**src/rtl/afe_spi_pkg.sv**
```systemverilog
package afe_spi_pkg;
  localparam int DW = 8;
  localparam int AW = 4;
  localparam int FRAME_BITS = 2 * DW;

  localparam logic [AW-1:0] ADDR_CFG = 4'h0;
  localparam logic [AW-1:0] ADDR_DAC = 4'h1;
  localparam logic [AW-1:0] ADDR_KEY = 4'hF;

  localparam logic [DW-1:0] CFG_RST    = 8'h00;
  localparam logic [DW-1:0] DAC_RST    = 8'h80;
  localparam logic [DW-1:0] KEY_FIRST  = 8'hFE;
  localparam logic [DW-1:0] KEY_SECOND = 8'hED;

  typedef struct packed {
    logic       in_sel;
    logic       stage1_en;
    logic       stage2_en;
    logic       filt_ext;
    logic       cm_hi;
    logic [1:0] gain2_code;
    logic       gain1_low;
  } cfg_t;

  // True when the command is legal for its direction: reserved bits clear, address mapped.
  function automatic logic cmd_ok(input logic [DW-1:0] cmd);
    logic [AW-1:0] a;
    a = cmd[AW-1:0];
    if (cmd[DW-2:AW] != '0) return 1'b0;
    if (cmd[DW-1]) return (a == ADDR_CFG) || (a == ADDR_DAC);
    return (a == ADDR_CFG) || (a == ADDR_DAC) || (a == ADDR_KEY);
  endfunction
endpackage

```
**src/rtl/afe_spi_sync.sv**
```systemverilog
module afe_spi_sync #(
  parameter int N = 3,
  parameter int STAGES = 2,
  parameter int EDGE_N = 2,
  parameter logic [N-1:0] RST_VAL = '0
) (
  input  logic              clk,
  input  logic              rst_n,
  input  logic [N-1:0]      din,
  output logic [N-1:0]      dout,
  output logic [EDGE_N-1:0] rise,
  output logic [EDGE_N-1:0] fall
);
  logic [STAGES-1:0][N-1:0] pipe;

  always_ff @(posedge clk or negedge rst_n) begin
    if (!rst_n) pipe <= {STAGES{RST_VAL}};
    else        pipe <= {pipe[STAGES-2:0], din};
  end

  assign dout = pipe[STAGES-1];

  for (genvar i = 0; i < EDGE_N; i++) begin : g_edge
    logic hist;
    always_ff @(posedge clk or negedge rst_n) begin
      if (!rst_n) hist <= RST_VAL[i];
      else        hist <= pipe[STAGES-1][i];
    end
    assign rise[i] =  pipe[STAGES-1][i] & ~hist;
    assign fall[i] = ~pipe[STAGES-1][i] &  hist;
  end
endmodule

```
**src/rtl/afe_spi_frame.sv**
```systemverilog
module afe_spi_frame
  import afe_spi_pkg::*;
(
  input  logic          clk,
  input  logic          rst_n,
  input  logic          cs_hi,
  input  logic          cs_rise,
  input  logic          cs_fall,
  input  logic          sclk_rise,
  input  logic          sclk_fall,
  input  logic          din,
  input  logic          read_en,
  input  logic [DW-1:0] rd_data,
  output logic [AW-1:0] rd_addr,
  output logic          wr_stb,
  output logic [AW-1:0] wr_addr,
  output logic [DW-1:0] wr_data,
  output logic          sdo,
  output logic          oe
);
  localparam int CW = $clog2(FRAME_BITS);
  localparam logic [CW-1:0] LAST_BIT = CW'(FRAME_BITS - 1);
  localparam logic [CW-1:0] CMD_LAST = CW'(DW - 1);
  localparam logic [CW-1:0] DATA_FIRST = CW'(DW);

  logic [CW-1:0] cnt;
  logic [DW-1:0] shift_q, cmd_q, out_q;
  logic [DW-1:0] next_byte;

  assign next_byte = {shift_q[DW-2:0], din};
  assign rd_addr   = cmd_q[AW-1:0];

  always_ff @(posedge clk or negedge rst_n) begin
    if (!rst_n) begin
      cnt <= '0; shift_q <= '0; cmd_q <= '0; out_q <= '0;
      wr_stb <= 1'b0; wr_addr <= '0; wr_data <= '0; sdo <= 1'b0; oe <= 1'b0;
    end else begin
      wr_stb <= 1'b0;
      if (cs_hi || cs_rise || cs_fall) begin
        cnt <= '0;
        oe  <= 1'b0;
      end else if (sclk_rise) begin
        shift_q <= next_byte;
        if (cnt == LAST_BIT) begin
          cnt <= '0;
          oe  <= 1'b0;
          if (!cmd_q[DW-1] && cmd_ok(cmd_q)) begin
            wr_stb  <= 1'b1;
            wr_addr <= cmd_q[AW-1:0];
            wr_data <= next_byte;
          end
        end else begin
          cnt <= cnt + 1'b1;
          if (cnt == CMD_LAST) cmd_q <= next_byte;
        end
      end else if (sclk_fall && cnt >= DATA_FIRST) begin
        if (cnt == DATA_FIRST) begin
          if (cmd_q[DW-1] && cmd_ok(cmd_q) && read_en) begin
            oe    <= 1'b1;
            sdo   <= rd_data[DW-1];
            out_q <= {rd_data[DW-2:0], 1'b0};
          end
        end else if (oe) begin
          sdo   <= out_q[DW-1];
          out_q <= {out_q[DW-2:0], 1'b0};
        end
      end
    end
  end
endmodule

```
**src/rtl/afe_spi_regfile.sv**
```systemverilog
module afe_spi_regfile
  import afe_spi_pkg::*;
(
  input  logic          clk,
  input  logic          rst_n,
  input  logic          wr_stb,
  input  logic [AW-1:0] wr_addr,
  input  logic [DW-1:0] wr_data,
  input  logic [AW-1:0] rd_addr,
  output logic [DW-1:0] rd_data,
  output logic [DW-1:0] cfg_q,
  output logic [DW-1:0] dac_q,
  output logic          read_en
);
  logic armed;

  always_ff @(posedge clk or negedge rst_n) begin
    if (!rst_n) begin
      cfg_q <= CFG_RST; dac_q <= DAC_RST; read_en <= 1'b0; armed <= 1'b0;
    end else if (wr_stb) begin
      case (wr_addr)
        ADDR_CFG: begin cfg_q <= wr_data; armed <= 1'b0; end
        ADDR_DAC: begin dac_q <= wr_data; armed <= 1'b0; end
        ADDR_KEY: begin
          if (wr_data == KEY_FIRST) begin
            armed <= 1'b1; read_en <= 1'b0;
          end else if (armed && wr_data == KEY_SECOND) begin
            armed <= 1'b0; read_en <= 1'b1;
          end else begin
            armed <= 1'b0; read_en <= 1'b0;
          end
        end
        default: ;
      endcase
    end
  end

  always_comb begin
    case (rd_addr)
      ADDR_CFG: rd_data = cfg_q;
      ADDR_DAC: rd_data = dac_q;
      default:  rd_data = '0;
    endcase
  end
endmodule

```
**src/rtl/afe_spi_regs.sv**
```systemverilog
module afe_spi_regs
  import afe_spi_pkg::*;
(
  input  logic          clk,
  input  logic          rst_n,
  input  logic          sclk,
  input  logic          cs_n,
  input  logic          sdio_in,
  output logic          sdio_out,
  output logic          sdio_oe,
  output logic          in_sel,
  output logic          stage1_en,
  output logic          stage2_en,
  output logic          filt_ext,
  output logic          cm_hi,
  output logic [1:0]    gain2_code,
  output logic          gain1_low,
  output logic [DW-1:0] dac_code
);
  logic [2:0] sync_q;
  logic [1:0] rise_q, fall_q;
  logic sclk_rise, sclk_fall, cs_s, cs_rise, cs_fall, din_s;
  logic wr_stb, read_en;
  logic [AW-1:0] wr_addr, rd_addr;
  logic [DW-1:0] wr_data, rd_data, cfg_q;
  cfg_t cfg_f;

  afe_spi_sync #(.N(3), .STAGES(2), .EDGE_N(2), .RST_VAL(3'b011)) u_sync (
    .clk(clk), .rst_n(rst_n), .din({sdio_in, cs_n, sclk}),
    .dout(sync_q), .rise(rise_q), .fall(fall_q)
  );

  assign sclk_rise = rise_q[0];
  assign sclk_fall = fall_q[0];
  assign cs_rise   = rise_q[1];
  assign cs_fall   = fall_q[1];
  assign cs_s      = sync_q[1];
  assign din_s     = sync_q[2];

  afe_spi_frame u_frame (
    .clk(clk), .rst_n(rst_n), .cs_hi(cs_s), .cs_rise(cs_rise), .cs_fall(cs_fall),
    .sclk_rise(sclk_rise), .sclk_fall(sclk_fall), .din(din_s),
    .read_en(read_en), .rd_data(rd_data), .rd_addr(rd_addr),
    .wr_stb(wr_stb), .wr_addr(wr_addr), .wr_data(wr_data),
    .sdo(sdio_out), .oe(sdio_oe)
  );

  afe_spi_regfile u_regs (
    .clk(clk), .rst_n(rst_n), .wr_stb(wr_stb), .wr_addr(wr_addr), .wr_data(wr_data),
    .rd_addr(rd_addr), .rd_data(rd_data), .cfg_q(cfg_q), .dac_q(dac_code),
    .read_en(read_en)
  );

  assign cfg_f      = cfg_t'(cfg_q);
  assign in_sel     = cfg_f.in_sel;
  assign stage1_en  = cfg_f.stage1_en;
  assign stage2_en  = cfg_f.stage2_en;
  assign filt_ext   = cfg_f.filt_ext;
  assign cm_hi      = cfg_f.cm_hi;
  assign gain2_code = cfg_f.gain2_code;
  assign gain1_low  = cfg_f.gain1_low;
endmodule

```
**config.mk**
```make
export PLATFORM = sky130hd
export DESIGN_NAME = afe_spi_regs
export DESIGN_NICKNAME = d
export VERILOG_FILES = /design/src/rtl/afe_spi_pkg.sv /design/src/rtl/afe_spi_sync.sv /design/src/rtl/afe_spi_frame.sv /design/src/rtl/afe_spi_regfile.sv /design/src/rtl/afe_spi_regs.sv
export SDC_FILE = /design/constraint.sdc
export NUM_CORES = 1
export LEC_CHECK = 0
export BUFFER_PORTS_ARGS = -buffer_cell sky130_fd_sc_hd__buf_2
export CAP_MARGIN = 5
export CORE_AREA = 4 4 101 55
export CTS_BUF_LIST = sky130_fd_sc_hd__clkbuf_4 sky130_fd_sc_hd__clkbuf_8 sky130_fd_sc_hd__clkbuf_16
export DETAILED_ROUTE_END_ITERATION = 7
export DIE_AREA = 0 0 105 59
export PLACE_DENSITY = 0.77
export SYNTH_ARGS = -nofsm -noshare
export SYNTH_HDL_FRONTEND = slang
export SYNTH_SLANG_ARGS = --single-unit
```
**constraint.sdc**
```tcl
create_clock -name clk -period 6.11 [get_ports clk]
set_input_delay 1.5275 -clock clk [delete_from_list [all_inputs] [get_ports clk]]
set_output_delay 1.5275 -clock clk [all_outputs]
set_load 0.005 [all_outputs]
```
==> results of run 1 <==
[cell families (layout without fill, tap and decap cells)]
kind of cell             after synthesis  count (layout)  synth area share
XOR/XNOR                               1               1           0.00306
AO/OA/AOI/OAI                         19              19            0.0446
flip-flops                            67              67             0.589
multiplexers                          45              45             0.189
adder cells (fa/ha/maj)                2               2           0.00874
buffers and inverters                 16              50            0.0245
AND/OR/NAND/NOR                       81              81             0.141
[sequential cells by signal, summed over array words and instances, names as in the netlist, 2 cells and up]
name                cells
u_frame.cmd_q           8
u_frame.cnt             4
u_frame.out_q           7
u_frame.shift_q         7
u_frame.wr_addr         4
u_frame.wr_data         8
u_regs.cfg_q            8
u_regs.dac_q            8
u_sync.dout             3
u_sync.g_edge.hist      2
u_sync.pipe             3
[final cells by class]
| type | instances | area (um^2) |
|---|---|---|
| sequential | 67 | 1690 |
| fill | 355 | 1500 |
| multi-input combinational | 148 | 1110 |
| clock buffer | 9 | 124 |
| timing repair buffer | 23 | 118 |
| clock inverter | 7 | 76.3 |
| tap | 60 | 75.1 |
| inverter | 11 | 41.3 |
[synthesized netlist by cell type]
master and number:
or4_4 1, o21ai_0 4, dfrtp_1 60, nor4bb_1 2, buf_6 1, nor2_1 13
or2_2 2, or4b_1 1, o211ai_1 1, nor3_1 2, a31oi_1 1, inv_1 11
and4_1 2, and4b_1 1, nand2b_1 1, buf_2 2, and3_1 3, nor4_1 1
xor2_1 1, nand3b_1 1, clkbuf_1 2, mux2i_1 2, mux2_4 10, nor2b_1 1
nand4b_1 1, nand3_1 5, ha_1 2, nand2_2 1, mux2_2 33, and2b_1 1
o21bai_1 1, nand2_1 38, a21oi_1 5, nor2_2 1, and3b_1 1, dfstp_2 7
a221oi_1 7, nand4_1 2
[per-layer routing]
layer,GRT usage,up-vias
met3,0.0740,17
li1,-,864
met1,0.318,912
met4,0.0953,0
met5,0,-
met2,0.275,54
[stage by stage]
step / power, mW / util / hold WS, ns
floorplan: 0.481 / - / 0.331
global placement: 0.497 / 0.640 / 0.346
detailed placement: 0.498 / 0.640 / 0.349
CTS: 0.866 / 0.682 / 0.361
global route: 0.896 / 0.682 / 0.365
finish: 0.856 / 0.682 / 0.359
[where the power goes]
group          internal, mW  switching (mW)
Combinational       0.00636          0.0159
Clock                 0.190           0.178
Sequential            0.456          0.0105
[final timing paths]
path,to,startpoint
setup / recovery,dac_code[7],u_regs.dac_q[7]$_DFFE_PN1P_
hold / removal,u_sync.dout[1]$_DFF_PN1_,u_sync.pipe[1]$_DFF_PN1_
setup reg to reg,u_frame.cmd_q[6]$_DFFE_PN0P_,u_sync.g_edge[1].hist$_DFF_PN1_
hold reg to reg,u_sync.dout[1]$_DFF_PN1_,u_sync.pipe[1]$_DFF_PN1_
max in group asynchronous,u_frame.cnt[0]$_DFFE_PN0N_,rst_n
min in group asynchronous,u_frame.cnt[2]$_DFFE_PN0N_,rst_n
==> flow_metrics.tcl, run 1 <==
set metrics [dict create \
    wl_met2_um 2290 \
    placed_area_um2 3030 \
    synthTopCellsByArea "dfrtp_1 52%, mux2_2 13%, dfstp_2 6.4%, mux2_4 5.2%, nand2_1 5.0%" \
    dieHeight_um 59 \
    period_share 0.416 \
    power_density_nw_per_um2 265 \
    layout.cells.most_common "dfrtp_1" \
    hold-path-cell-count 0 \
    num_antenna_cells 0 \
    grt_pass1_wl_um 9680 \
    setup_viol 0 \
    initial_utilization 0.605 \
    syn_nets 238 \
    firstDrtPassIters 4 \
    rrSetupSlack_ns 3.82 \
    crit_path_top_delay_cell "dfstp_2" \
    cp.depth 1 \
    end_kind "output pin" \
    routed_wl_um 5800 \
    die_area_um2 6200 \
    grt_overflow 0 \
    drcViolationCount 0 \
    synth.distinct_cells 38 \
    grt_setup_unrepaired "false" \
    syn_to_final_growth_pct 12.7 \
    stdcell_count 325 \
    layout_common_cells "60 x dfrtp_1, 38 x nand2_1, 33 x mux2_2" \
    maxCapViolCount 0 \
    numCtsBuffers 9 \
    syn_area_um2 2860 \
    numClockSinks 67 \
    rows 18 \
    slew_headroom 0.399 \
    maxSlewViolCount 0 \
    post_drt_wl_per_cell_um 17.9 \
    postCtsResizedCells 0 \
    core-area_um2 4730 \
    drive_gt1_frac 0.355 \
    cp_top_family "flip-flops" \
    min_path_type "flop to flop" \
    yosysTopAreaCellShare 0.525 \
    post_drt_via_cell_ratio 5.68 \
    crit_fanout 3 \
    critPathKind "flop to output pin" \
    syn_avg_cell_area_um2 12.4 \
    finalCriticalPeriod_ns 2.54 \
    ys.warnings.count 0 \
    ant_nets 0 \
    io_buffers 22 \
    final_hold_viol_count 0 \
    grt.total_usage 0.212 \
    grt_max_degree 68 \
    cp_cell_sequence "buf_2" \
    synth-seq-cells 67 \
    cts_buffer_depth 2 \
    dpl.hpwl_um 3990 \
    tightestPinTransition_ns 0.895 \
    vias 1847 \
    skew_ns 0.00992 \
    yosys.area.top_type "dfrtp_1" \
    die_x_um 105 \
    postLayoutCellArea_um2 3230 \
    placed_cells 309 \
    fmax_mhz 394 \
    syn_inst 231 \
    cts-htree-levels 3 \
    setup_ws_ns 3.57 \
    ios 23 \
    status "completed" \
    cp.arrival_ns 1.01 \
    path_clk_slew_ns 0.08 \
    wl_met1_um 2990 \
    postCtsSetupBuffers 0 \
    worstPathRequired_ns 4.58 \
    grt_antenna_before_repair 0 \
    wl_met3_um 401 \
    startpoint_type "flop" \
    setup_tns_ns 0 \
    reg2regPathDepth 4 \
    max_stage_delay_ns 0.55 \
    pre_cts_slack_ns 3.80 \
    final_nets 267 \
    clockRootBuffer "clkbuf_8" \
    gp_congestion 0.791 \
    top_layer "met4" \
    first_iter_violations 76 \
    first_global_vias 1812 \
    peakVddDrop_mv 0.208 \
    cts_tree "built" \
    ys_seq_area_frac 0.589 \
    leakage_nw 1.63 \
    clock_latency_ns 0.35 \
    crit_buf_inv 1 \
    ctsHoldBuffers 0 \
]
Note: power is estimated with default switching activity, not from simulation.
==> inputs of run 2 (changes only) <==
--- a/config.mk
+++ b/config.mk
@@ -7,11 +7,11 @@
 export LEC_CHECK = 0
 export BUFFER_PORTS_ARGS = -buffer_cell sky130_fd_sc_hd__buf_2
 export CAP_MARGIN = 5
-export CORE_AREA = 4 4 101 55
+export CORE_AREA = 4 4 104 57
 export CTS_BUF_LIST = sky130_fd_sc_hd__clkbuf_4 sky130_fd_sc_hd__clkbuf_8 sky130_fd_sc_hd__clkbuf_16
 export DETAILED_ROUTE_END_ITERATION = 7
-export DIE_AREA = 0 0 105 59
-export PLACE_DENSITY = 0.77
+export DIE_AREA = 0 0 108 61
+export PLACE_DENSITY = 0.73
 export SYNTH_ARGS = -nofsm -noshare
 export SYNTH_HDL_FRONTEND = slang
 export SYNTH_SLANG_ARGS = --single-unit
==> constraint.sdc (replaced) <==
create_clock -name clk -period 2.4 [get_ports clk]
set_input_delay 0.6 -clock clk [delete_from_list [all_inputs] [get_ports clk]]
set_output_delay 0.6 -clock clk [all_outputs]
set_load 0.005 [all_outputs]
==> flow_metrics.tcl, run 2 (synthesized netlist as in run 1, its figures left out) <==
set metrics [dict create \
    clockRootBuffer "clkbuf_8" \
    min_path_type "input pin to asynchronous set/reset pin" \
    first_global_vias 1800 \
    numClockSinks 67 \
    cp_top_family "simple AND/OR/NAND/NOR gates" \
    grt_antenna_before_repair 0 \
    dpl.hpwl_um 3720 \
    grt_pass1_wl_um 8710 \
    cp.arrival_ns 2.27 \
    ant_nets 0 \
    combPwrFrac 0.028 \
    clock_latency_ns 0.34 \
    dieHeight_um 61 \
    finalCriticalPeriod_ns 2.05 \
    fmax_mhz 488 \
    io_buffers 22 \
    r2r-start "u_sync.dout[0]$_DFF_PN1_" \
    crit_path_top_delay_cell "or4_4" \
    postCtsResizedCells 0 \
    worstPathRequired_ns 2.63 \
    power_density_nw_per_um2 664 \
    die_area_um2 6590 \
    seq_power_share 0.549 \
    postCtsSetupBuffers 0 \
    peakVddDrop_mv 0.572 \
    crit_fanout 12 \
    numCtsBuffers 9 \
    cts-htree-levels 3 \
    maxSlewViolCount 0 \
    grt_overflow 0 \
    final_util 0.669 \
    gp_congestion 0.907 \
    ios 23 \
    first_iter_violations 91 \
    die_x_um 108 \
    num_antenna_cells 0 \
    switching_share 0.230 \
    skew_ns 0.00877 \
    routed_wl_um 5340 \
    rows 18 \
    setup_viol 0 \
    grt_setup_unrepaired "false" \
    setup_tns_ns 0 \
    syn_to_final_growth_pct 14.3 \
    post_drt_wl_per_cell_um 15.8 \
    drcViolationCount 0 \
    core-area_um2 4890 \
    initial_utilization 0.586 \
    p_int_mw 1.67 \
    ctsHoldBuffers 0 \
    tightestPinTransition_ns 0.660 \
    cp_cell_sequence "and2b_1 -> nand2_2 -> or4_4 -> mux2_4" \
    final_hold_viol_count 0 \
    vias 1850 \
    clockPowerShare 0.423 \
    layout_common_cells "60 x dfrtp_1, 38 x nand2_1, 33 x mux2_2" \
    period_share 0.853 \
    path_clk_slew_ns 0.07 \
    post_drt_via_cell_ratio 5.47 \
    cts_buffer_depth 2 \
    max_stage_delay_ns 0.66 \
    end_kind "flop" \
    slew_headroom 0.558 \
    grt.total_usage 0.180 \
    drive_gt1_frac 0.362 \
    cts_tree "built" \
    switchingPower_mw 0.500 \
    leakage_nw 1.66 \
    critPathKind "flop to flop" \
    critPathLaunch "u_sync.dout[0]$_DFF_PN1_" \
    crit_buf_inv 0 \
    layout.cells.most_common "dfrtp_1" \
    firstDrtPassIters 4 \
    final_nets 270 \
    status "completed" \
    maxCapViolCount 0 \
    grt_max_degree 68 \
    startpoint_type "flop" \
]
[run 2: cell types whose count changed in the layout (fill, tap and decap cells not counted)]
cell	previous run	this run
buf_4	1	3
clkinvlp_4	2	0
buf_12	0	1
clkbuf_4	0	1
clkinv_2	1	2
clkinv_4	2	3
inv_6	1	0
[run 2: power groups by stage]
stage	sequential [mW]	clock [mW]	combinational (mW)
2_1_floorplan	1.20	0	0.0261
3_3_place_gp	1.21	0	0.0601
3_5_place_dp	1.21	0	0.0624
4_1_cts	1.19	0.945	0.0625
5_1_grt	1.20	0.999	0.0711
6_report	1.19	0.919	0.0599
[run 2: final cells by class]
cell class | instances | area [um^2]
inverter | 11 | 41.3
tap | 70 | 87.6
clock buffer | 10 | 131
multi-input combinational | 148 | 1110
timing repair buffer | 26 | 153
clock inverter | 6 | 66.3
fill | 370 | 1620
sequential | 67 | 1690
[run 2: worst paths after layout]
| path | to | slack, ns | cells past startpoint |
|---|---|---|---|
| max in group asynchronous | u_sync.pipe[1]$_DFF_PN1_ | 1.81 | 2 |
| worst min-delay path | u_frame.cnt[2]$_DFFE_PN0N_ | 0.26 | 2 |
| worst min register to register | u_sync.dout[2]$_DFF_PN0_ | 0.35 | 0 |
| min in group clk | u_sync.pipe[1]$_DFF_PN1_ | 0.35 | 1 |
| worst max-delay path | u_frame.wr_data[7]$_DFFE_PN0P_ | 0.35 | 4 |
| worst max register to register | u_frame.wr_data[7]$_DFFE_PN0P_ | 0.35 | 4 |
[run 2: per-layer routing]
metal | global-route usage | up-vias | wire [um]
met3 | 0.0829 | 4 | 310
li1 | - | 873 | -
met5 | 0 | - | 0
met2 | 0.271 | 51 | 2370
met1 | 0.238 | 922 | 2620
met4 | 0.0522 | 0 | 36
[run 2: per-stage QoR]
step	setup slack [ns]	total power, mW	instances	instance area [um^2]	hold WS [ns]
2_1_floorplan	0.457	1.23	231	2860	0.304
3_3_place_gp	0.411	1.27	322	3070	0.331
3_5_place_dp	0.370	1.28	322	3070	0.336
4_1_cts	0.350	2.20	338	3270	0.263
5_1_grt	0.271	2.27	338	3270	0.277
6_report	0.352	2.17	338	3270	0.260
[run 2: worst reg2reg max path, stage by stage (launching register included)]
cell and delay, ns:
dfstp_2 0.55, and2b_1 0.23, nand2_2 0.16, or4_4 0.66
mux2_4 0.34
